==> src/rtl/adc_cap_pkg.sv <==
package adc_cap_pkg;

    typedef enum logic [1:0] {
        ALN_SEEK   = 2'd0,
        ALN_COUNT  = 2'd1,
        ALN_LOCKED = 2'd2
    } aln_state_e;

endpackage

==> src/rtl/adc_lane_deser.sv <==
// Double-edge deserializer for one converter channel.
module adc_lane_deser #(
    parameter int SAMPLE_W = 16,
    parameter int LANES    = 1
) (
    input  logic                clk,
    input  logic                rst_n,
    input  logic [LANES-1:0]    lane,
    output logic [SAMPLE_W-1:0] word
);
    localparam int SHIFT = 2 * LANES;

    typedef struct packed {
        logic [SAMPLE_W-1:0] sr;
    } deser_st_t;

    logic [LANES-1:0] fall_q;
    deser_st_t        st_d, st_q;

    // falling-edge half of each bit period
    always_ff @(negedge clk or negedge rst_n) begin
        if (!rst_n) fall_q <= '0;
        else        fall_q <= lane;
    end

    // falling-edge bits precede rising-edge bits in the serial order
    always_comb begin
        st_d    = st_q;
        st_d.sr = {st_q.sr[SAMPLE_W-SHIFT-1:0], fall_q, lane};
    end

    always_ff @(posedge clk or negedge rst_n) begin
        if (!rst_n) st_q <= '0;
        else        st_q <= st_d;
    end

    assign word = st_q.sr;

endmodule

==> src/rtl/adc_frame_vote.sv <==
// Reference frame selection and sticky per-module disagreement flags.
module adc_frame_vote #(
    parameter int NUM_MOD = 8
) (
    input  logic               clk,
    input  logic               rst_n,
    input  logic [NUM_MOD-1:0] frame_in,
    input  logic [NUM_MOD-1:0] active,
    input  logic               vote_mode,
    input  logic               mismatch_clr,
    output logic               ref_frame,
    output logic [NUM_MOD-1:0] mismatch
);
    typedef struct packed {
        logic [NUM_MOD-1:0] flags;
    } vote_st_t;

    vote_st_t st_d, st_q;
    logic     majority;

    generate
        if (NUM_MOD >= 3) begin : g_maj
            assign majority = (frame_in[0] & frame_in[1]) |
                              (frame_in[0] & frame_in[2]) |
                              (frame_in[1] & frame_in[2]);
        end else begin : g_single
            assign majority = frame_in[0];
        end
    endgenerate

    assign ref_frame = vote_mode ? majority : frame_in[0];

    always_comb begin
        st_d = st_q;
        if (mismatch_clr) begin
            st_d.flags = '0;
        end else begin
            st_d.flags = st_q.flags | (active & (frame_in ^ {NUM_MOD{ref_frame}}));
        end
    end

    always_ff @(posedge clk or negedge rst_n) begin
        if (!rst_n) st_q <= '0;
        else        st_q <= st_d;
    end

    assign mismatch = st_q.flags;

endmodule

==> src/rtl/adc_frame_align.sv <==
// Frame period checker: lock after LOCK_PERIODS good periods, error on bad length.
module adc_frame_align
    import adc_cap_pkg::*;
#(
    parameter int PERIOD       = 8,
    parameter int LOCK_PERIODS = 2
) (
    input  logic clk,
    input  logic rst_n,
    input  logic ref_frame,
    output logic emit,
    output logic locked,
    output logic frame_err
);
    localparam int CNT_W  = (PERIOD > 1) ? $clog2(PERIOD) : 1;
    localparam int GOOD_W = $clog2(LOCK_PERIODS + 1);

    typedef struct packed {
        aln_state_e        state;
        logic              prev;
        logic [CNT_W-1:0]  cnt;
        logic [GOOD_W-1:0] good;
        logic              err;
    } aln_st_t;

    aln_st_t st_d, st_q;
    logic    rise;
    logic    at_end;

    always_comb begin
        st_d      = st_q;
        emit      = 1'b0;
        rise      = ref_frame & ~st_q.prev;
        at_end    = (st_q.cnt == CNT_W'(PERIOD - 1));
        st_d.prev = ref_frame;
        st_d.err  = 1'b0;
        case (st_q.state)
            ALN_SEEK: begin
                if (rise) begin
                    st_d.state = ALN_COUNT;
                    st_d.cnt   = '0;
                    st_d.good  = '0;
                end
            end
            default: begin
                if (rise) begin
                    st_d.cnt = '0;
                    if (at_end) begin
                        if (st_q.state == ALN_LOCKED) begin
                            emit = 1'b1;
                        end else if (st_q.good == GOOD_W'(LOCK_PERIODS - 1)) begin
                            st_d.state = ALN_LOCKED;
                            emit       = 1'b1;
                        end else begin
                            st_d.good = st_q.good + 1'b1;
                        end
                    end else begin
                        st_d.err   = 1'b1;
                        st_d.state = ALN_COUNT;
                        st_d.good  = '0;
                    end
                end else if (at_end) begin
                    st_d.err   = 1'b1;
                    st_d.state = ALN_SEEK;
                    st_d.good  = '0;
                    st_d.cnt   = '0;
                end else begin
                    st_d.cnt = st_q.cnt + 1'b1;
                end
            end
        endcase
    end

    always_ff @(posedge clk or negedge rst_n) begin
        if (!rst_n) st_q <= '{state: ALN_SEEK, default: '0};
        else        st_q <= st_d;
    end

    assign locked    = (st_q.state == ALN_LOCKED);
    assign frame_err = st_q.err;

endmodule

==> src/rtl/adc_capture_top.sv <==
module adc_capture_top #(
    parameter int NUM_MOD      = 8,
    parameter int CH_PER_MOD   = 2,
    parameter int SAMPLE_W     = 16,
    parameter int LANES        = 1,
    parameter int LOCK_PERIODS = 2,
    localparam int NUM_CH      = NUM_MOD * CH_PER_MOD,
    localparam int LANE_W      = NUM_CH * LANES,
    localparam int OUT_W       = NUM_CH * SAMPLE_W,
    localparam int MCNT_W      = $clog2(NUM_MOD + 1)
) (
    input  logic              clk,
    input  logic              rst_n,
    input  logic [MCNT_W-1:0] mod_count,
    input  logic              vote_en,
    input  logic              mismatch_clr,
    input  logic [LANE_W-1:0] lane_in,
    input  logic [NUM_MOD-1:0] frame_in,
    output logic [OUT_W-1:0]  sample_out,
    output logic              sample_valid,
    output logic              locked,
    output logic              frame_err,
    output logic [NUM_MOD-1:0] mismatch
);
    localparam int PERIOD = SAMPLE_W / (2 * LANES);

    typedef struct packed {
        logic [OUT_W-1:0] samples;
        logic             valid;
    } cap_st_t;

    cap_st_t             st_d, st_q;
    logic [SAMPLE_W-1:0] words [NUM_CH];
    logic [NUM_MOD-1:0]  active;
    logic                vote_mode;
    logic                ref_frame;
    logic                emit;

    always_comb begin
        for (int m = 0; m < NUM_MOD; m++) begin
            active[m] = (m == 0) || (m < int'(mod_count));
        end
    end

    assign vote_mode = vote_en && (NUM_MOD >= 3) && (int'(mod_count) >= 3);

    generate
        for (genvar g = 0; g < NUM_CH; g++) begin : g_ch
            adc_lane_deser #(
                .SAMPLE_W (SAMPLE_W),
                .LANES    (LANES)
            ) i_deser (
                .clk  (clk),
                .rst_n(rst_n),
                .lane (lane_in[g*LANES +: LANES]),
                .word (words[g])
            );
        end
    endgenerate

    adc_frame_vote #(
        .NUM_MOD(NUM_MOD)
    ) i_vote (
        .clk         (clk),
        .rst_n       (rst_n),
        .frame_in    (frame_in),
        .active      (active),
        .vote_mode   (vote_mode),
        .mismatch_clr(mismatch_clr),
        .ref_frame   (ref_frame),
        .mismatch    (mismatch)
    );

    adc_frame_align #(
        .PERIOD      (PERIOD),
        .LOCK_PERIODS(LOCK_PERIODS)
    ) i_align (
        .clk      (clk),
        .rst_n    (rst_n),
        .ref_frame(ref_frame),
        .emit     (emit),
        .locked   (locked),
        .frame_err(frame_err)
    );

    always_comb begin
        st_d       = st_q;
        st_d.valid = emit;
        if (emit) begin
            for (int m = 0; m < NUM_MOD; m++) begin
                for (int c = 0; c < CH_PER_MOD; c++) begin
                    st_d.samples[(m*CH_PER_MOD + c)*SAMPLE_W +: SAMPLE_W] =
                        active[m] ? words[m*CH_PER_MOD + c] : '0;
                end
            end
        end
    end

    always_ff @(posedge clk or negedge rst_n) begin
        if (!rst_n) st_q <= '0;
        else        st_q <= st_d;
    end

    assign sample_out   = st_q.samples;
    assign sample_valid = st_q.valid;

endmodule

==> config.mk <==
export PLATFORM = sky130hd
export DESIGN_NAME = adc_capture_top
export DESIGN_NICKNAME = d
export VERILOG_FILES = /design/src/rtl/adc_cap_pkg.sv /design/src/rtl/adc_lane_deser.sv /design/src/rtl/adc_frame_vote.sv /design/src/rtl/adc_frame_align.sv /design/src/rtl/adc_capture_top.sv
export SDC_FILE = /design/constraint.sdc
export NUM_CORES = 1
export LEC_CHECK = 0
export ABC_AREA = 1
export CAP_MARGIN = 10
export CELL_PAD_IN_SITES_DETAIL_PLACEMENT = 2
export CELL_PAD_IN_SITES_GLOBAL_PLACEMENT = 2
export CORE_UTILIZATION = 35
export DETAILED_ROUTE_END_ITERATION = 8
export GPL_ROUTABILITY_DRIVEN = 1
export PLACE_DENSITY_LB_ADDON = 0.1
export SETUP_SLACK_MARGIN = 0.2
export SYNTH_ARGS = -nofsm -noshare
export SYNTH_HDL_FRONTEND = slang
export SYNTH_SLANG_ARGS = --single-unit
==> constraint.sdc <==
create_clock -name clk -period 1.9 [get_ports clk]
set_input_delay 0.285 -clock clk [delete_from_list [all_inputs] [get_ports clk]]
set_output_delay 0.285 -clock clk [all_outputs]
set_load 0.01 [all_outputs]
# Word level (Yosys, flattened, before mapping)

Index checks and enable logic that the tools add are counted.

Bits in registers: 546
Output and inout bits: 267
Logic and storage cells: 110

$add $sub $neg: 2
Magnitude comparators: 8
Eq/ne operators: 7
Mux-type cells: 38
Bitwise gates (word level): 10
Reduce and logical (&&, ||, !) cells: 5

Operator list:

| operator                                              | count |
|---|---|
| 2-to-1 mux 16 bit                                     | 14 |
| 2-to-1 mux 2 bit                                      | 10 |
| < comparator 3 x 4 -> 1 bit, first input constant     | 4 |
| inequality test 4 bit, second input constant          | 3 |
| 2-to-1 mux 5 bit                                      | 2 |
| AND 8 bit                                             | 1 |
| < comparator 2 x 4 -> 1 bit, first input constant     | 2 |
| 2-to-1 mux 1 bit                                      | 8 |
| 2-to-1 mux 8 bit                                      | 1 |
| OR 8 bit                                              | 1 |
| AND reduction 4 bit                                   | 2 |
| XOR 8 bit                                             | 1 |
| 2-to-1 mux 3 bit                                      | 2 |
| 2-to-1 mux 6 bit                                      | 1 |
| AND 1 bit                                             | 4 |
| >= comparator 4 x 2 -> 1 bit, second input constant   | 1 |
| < comparator 1 x 4 -> 1 bit, first input constant     | 1 |
| adder 3 x 1 -> 3 bit, second input constant           | 1 |
| == test 3 bit, second input constant                  | 1 |
| adder 2 x 1 -> 2 bit, second input constant           | 1 |
| == test 2 x 1 -> 1 bit, second input constant         | 1 |
| == test 2 bit, second input constant                  | 1 |
| logical NOT 2 bit                                     | 1 |
| inequality test 2 x 1 -> 1 bit, second input constant | 1 |
| other kinds (4)                                       | 5 |

# Longest topological paths before layout

Depth after elaboration: 8
Gate-level depth with buffers: 14
Depth with buffers taken out: 13

# By module

From an unflattened synthesis, not the netlist that was laid out.

Cell total of the unflattened synthesis: 1,788
Area total of the unflattened synthesis: 18,838.1 sq um

By module, submodules not included:

| module          | times used | cells each | area an instance (sq um) |
|---|---|---|---|
| adc_capture_top | 1          | 1,376      | 10,981.8 |
| adc_lane_deser  | 16         | 17         | 425.4 |
| adc_frame_align | 1          | 76         | 584.3 |
| adc_frame_vote  | 1          | 64         | 465.4 |

==> impl_metrics.toml <==
[final_layout]
fin_cells = 2657
register_area_mm2 = 0.01366
area_growth_pct = 44.76
drive_above_1_share = 0.1988
nets = 1971
fill_cells = 4903
utilization = 0.5149
multi_input_area_mm2 = 0.004511

[synthesis]
synthXorXnorAreaFrac = 0
synth.most_common_cell = "nand2_1"
synth_top_cell_area_share = 0.7402
syn_avg_cell_area_um2 = 11.74
synth_mux_area_frac = 0
synth.distinct_cells = 27
synth_fa_ha_area_frac = 0.003491
synth_warnings = 0
ys.flop_type = "dfrtp_1"
ys_seq_elements = 546
synth_top_family_by_area = "simple AND/OR/NAND/NOR gates"
synth-simple-area-share = 0.1335
yosysTopAreaCell = "dfrtp_1"
yosys-top-cells-count = "nand2_1, dfrtp_1, o21ai_0"
synth-edff-count = 0
synthCells = 1526
synth_area_leaders = "dfrtp_1, nand2_1, o21ai_0"
synth-compound-area-share = 0.07004
synth_area_mm2 = 0.01792
async_flop_share = 1.000
seq_area_frac_synth = 0.7625
synth_nets = 1563

[sta]
period_share = 0.9479
tightest_slew_ns = 0.6583
fmax_mhz = 555.2
final-hold-violation-count = 0
rsz0062_at_grt = "true"
slew_headroom = 0.5611
skew_ns = 0.02493
finalSetupViolCount = 0
finalCriticalPeriod_ns = 1.801
final_max_slew_viol_count = 0

[worst_setup_path]
timing.critical_path.buf_inv = 6
crit_fanout = 5
crit_path_cell_trace = "inv_2, ha_4, inv_4, a21oi_4, nand3_4, buf_6, buf_16, buf_8, clkbuf_16, nand2_2, nand2_1"
path_class = "flip-flop to flip-flop"
crit_start = "i_align.st_q[2]"
cp-end-kind = "flip-flop"
ff2ff_path_depth = 11
worst_setup_path_start_kind = "flip-flop"
crit_slowest_cell = "dfrtp_1"
worst_r2r_endpoint = "sample_out[20]"
arrival_ns = 2.30
worstPathRequired_ns = 2.40
critPathTopFamily = "buffers and inverters"
r2r_start = "i_align.st_q[2]"
critPathMaxStageDelay_ns = 0.40
rrSetupSlack_ns = 0.1

[clocking]
clock_path_buffers = 3
cts_buffers = 58
cts_root_buf = "clkbuf_16"
clk_pin_slew_ns = 0.06
cts_num_sinks = 546
tritoncts = "done"
clk_latency_ns = 0.61
ctsHtreeMaxLevel = 2

[pwr]
ir_drop_v = 0.0007504
power_uw = 27350
powerDensity_mw_per_mm2 = 1054
leakagePower_uw = 0.01342

[routing]
avgViaCountPerCell = 4.744
wl_mm = 55.67
firstDrtPassIters = 4
wl_per_cell_um = 20.95
vias = 12600
drt_iter0_markers = 495
route.detailed.drc = 0
postRouteAntennaNets = 0

[min_path]
holdCritPathClass = "input port to flip-flop"
min-delay-start = "lane_in[4]"
min_delay_worst_endpoint = "g_ch[4].i_deser.word[0]"
min_path_cells = 1

[run]
maxCapViolations = 0

[die]
boundaryPins = 299
core.rowCount = 82
dieWidth_um = 228.3
die_area_mm2 = 0.05210
core-area_mm2 = 0.05038
fp.dieH_um = 228.3
start_util = 0.3557

[placed_design]
gp_congestion = 0.7301
dpl.hpwl_mm = 32.35
dp.cells = 2487
portBuffers = 298

[run_status]
outcome = "completed"

[global_route]
grt_pass1_wl_mm = 84.57
grt_antenna_before_repair = 5
overflow = 0
grt_pass1_vias = 14530
grt_max_degree = 53
grt_util_all_layers = 0.2084
-- through the flow --
step | instance area (µm²) | hold slack (ns) | TNS (ns) | worst slack (ns)
final | 25940 | 0.1395 | 0 | 0.09896
after global routing | 25940 | 0.1324 | 0 | 0.02547
after CTS | 24850 | 0.1018 | 0 | 0.09747
after detailed placement | 22220 | 0.2937 | -95.89 | -0.4441
after global placement | 22220 | 0.2957 | -79.71 | -0.3366
after floorplan | 17920 | -0.01059 | 0 | 0.2374
-- layout make-up --
class / instances / share of cell area
sequential: 546 / 0.5268
timing repair buffer: 428 / 0.1859
multi-input combinational: 867 / 0.1739
clock buffer: 91 / 0.06782
tap: 672 / 0.03242
clock inverter: 17 / 0.007573
inverter: 33 / 0.005354
antenna: 3 / 0.0002894
-- how the worst max path moves through the flow --
stage | end | depth (start not counted)
4_1_cts | sample_out[30] | 9
3_5_place_dp | sample_out[164] | 11
3_3_place_gp | sample_out[12] | 12
6_report | sample_out[20] | 11
5_1_grt | sample_out[20] | 11
2_1_floorplan | sample_out[254] | 12
-- layout by cell type, fill, tap and decap left out, drive strengths merged, types with 17 or more instances in the layout --
| cell type | synthesis | layout |
|---|---|---|
| nor2 | 17 | 17 |
| clkbuf | 40 | 104 |
| inv | 33 | 33 |
| dfrtp | 530 | 530 |
| clkdlybuf4s50 | 0 | 28 |
| buf | 40 | 117 |
| o21ai | 228 | 228 |
| dlygate4sd2 | 0 | 266 |
| nand2 | 585 | 585 |
-- registers in the layout, indices dropped and copies added (netlist names) --
signal and count:
g_ch.i_deser.fall_q 16, i_vote.mismatch 8, g_ch.i_deser.word 256, i_align.st_q 8, sample_out 256, i_align.frame_err 1
sample_valid 1
-- per-layer routing --
layer	GRT usage	vias up	routed length (µm)
met1	0.2551	6624	22330
met2	0.3599	231	29190
met3	0.05275	75	2933
li1	-	5670	-
met5	0	-	27
met4	0.06669	4	1178
-- what timing repair did --
item / CTS / global route
setup endpoints to repair: 518 / 260
gates cloned: 23 / 14
buffers inserted: 16 / 5
hold endpoints to repair: 187 / 0
hold buffers: 1 / 0
resized for setup: 392 / 241
pin swaps: 5 / 18
-- report_power, final --
part,leakage (µW),internal [µW],switching [µW]
registers,0.00697,12400,579
clock network,0.000961,6880,4690
logic,0.00549,1160,1590
total,0.0134,20500,6860
-- logic make-up after synthesis --
kind of cell,Yosys count
fa+ha+maj,5
simple gates,617
compound gates,245
buf+inv,113
flops,546
No activity file was read; power rests on OpenSTA's default activity.
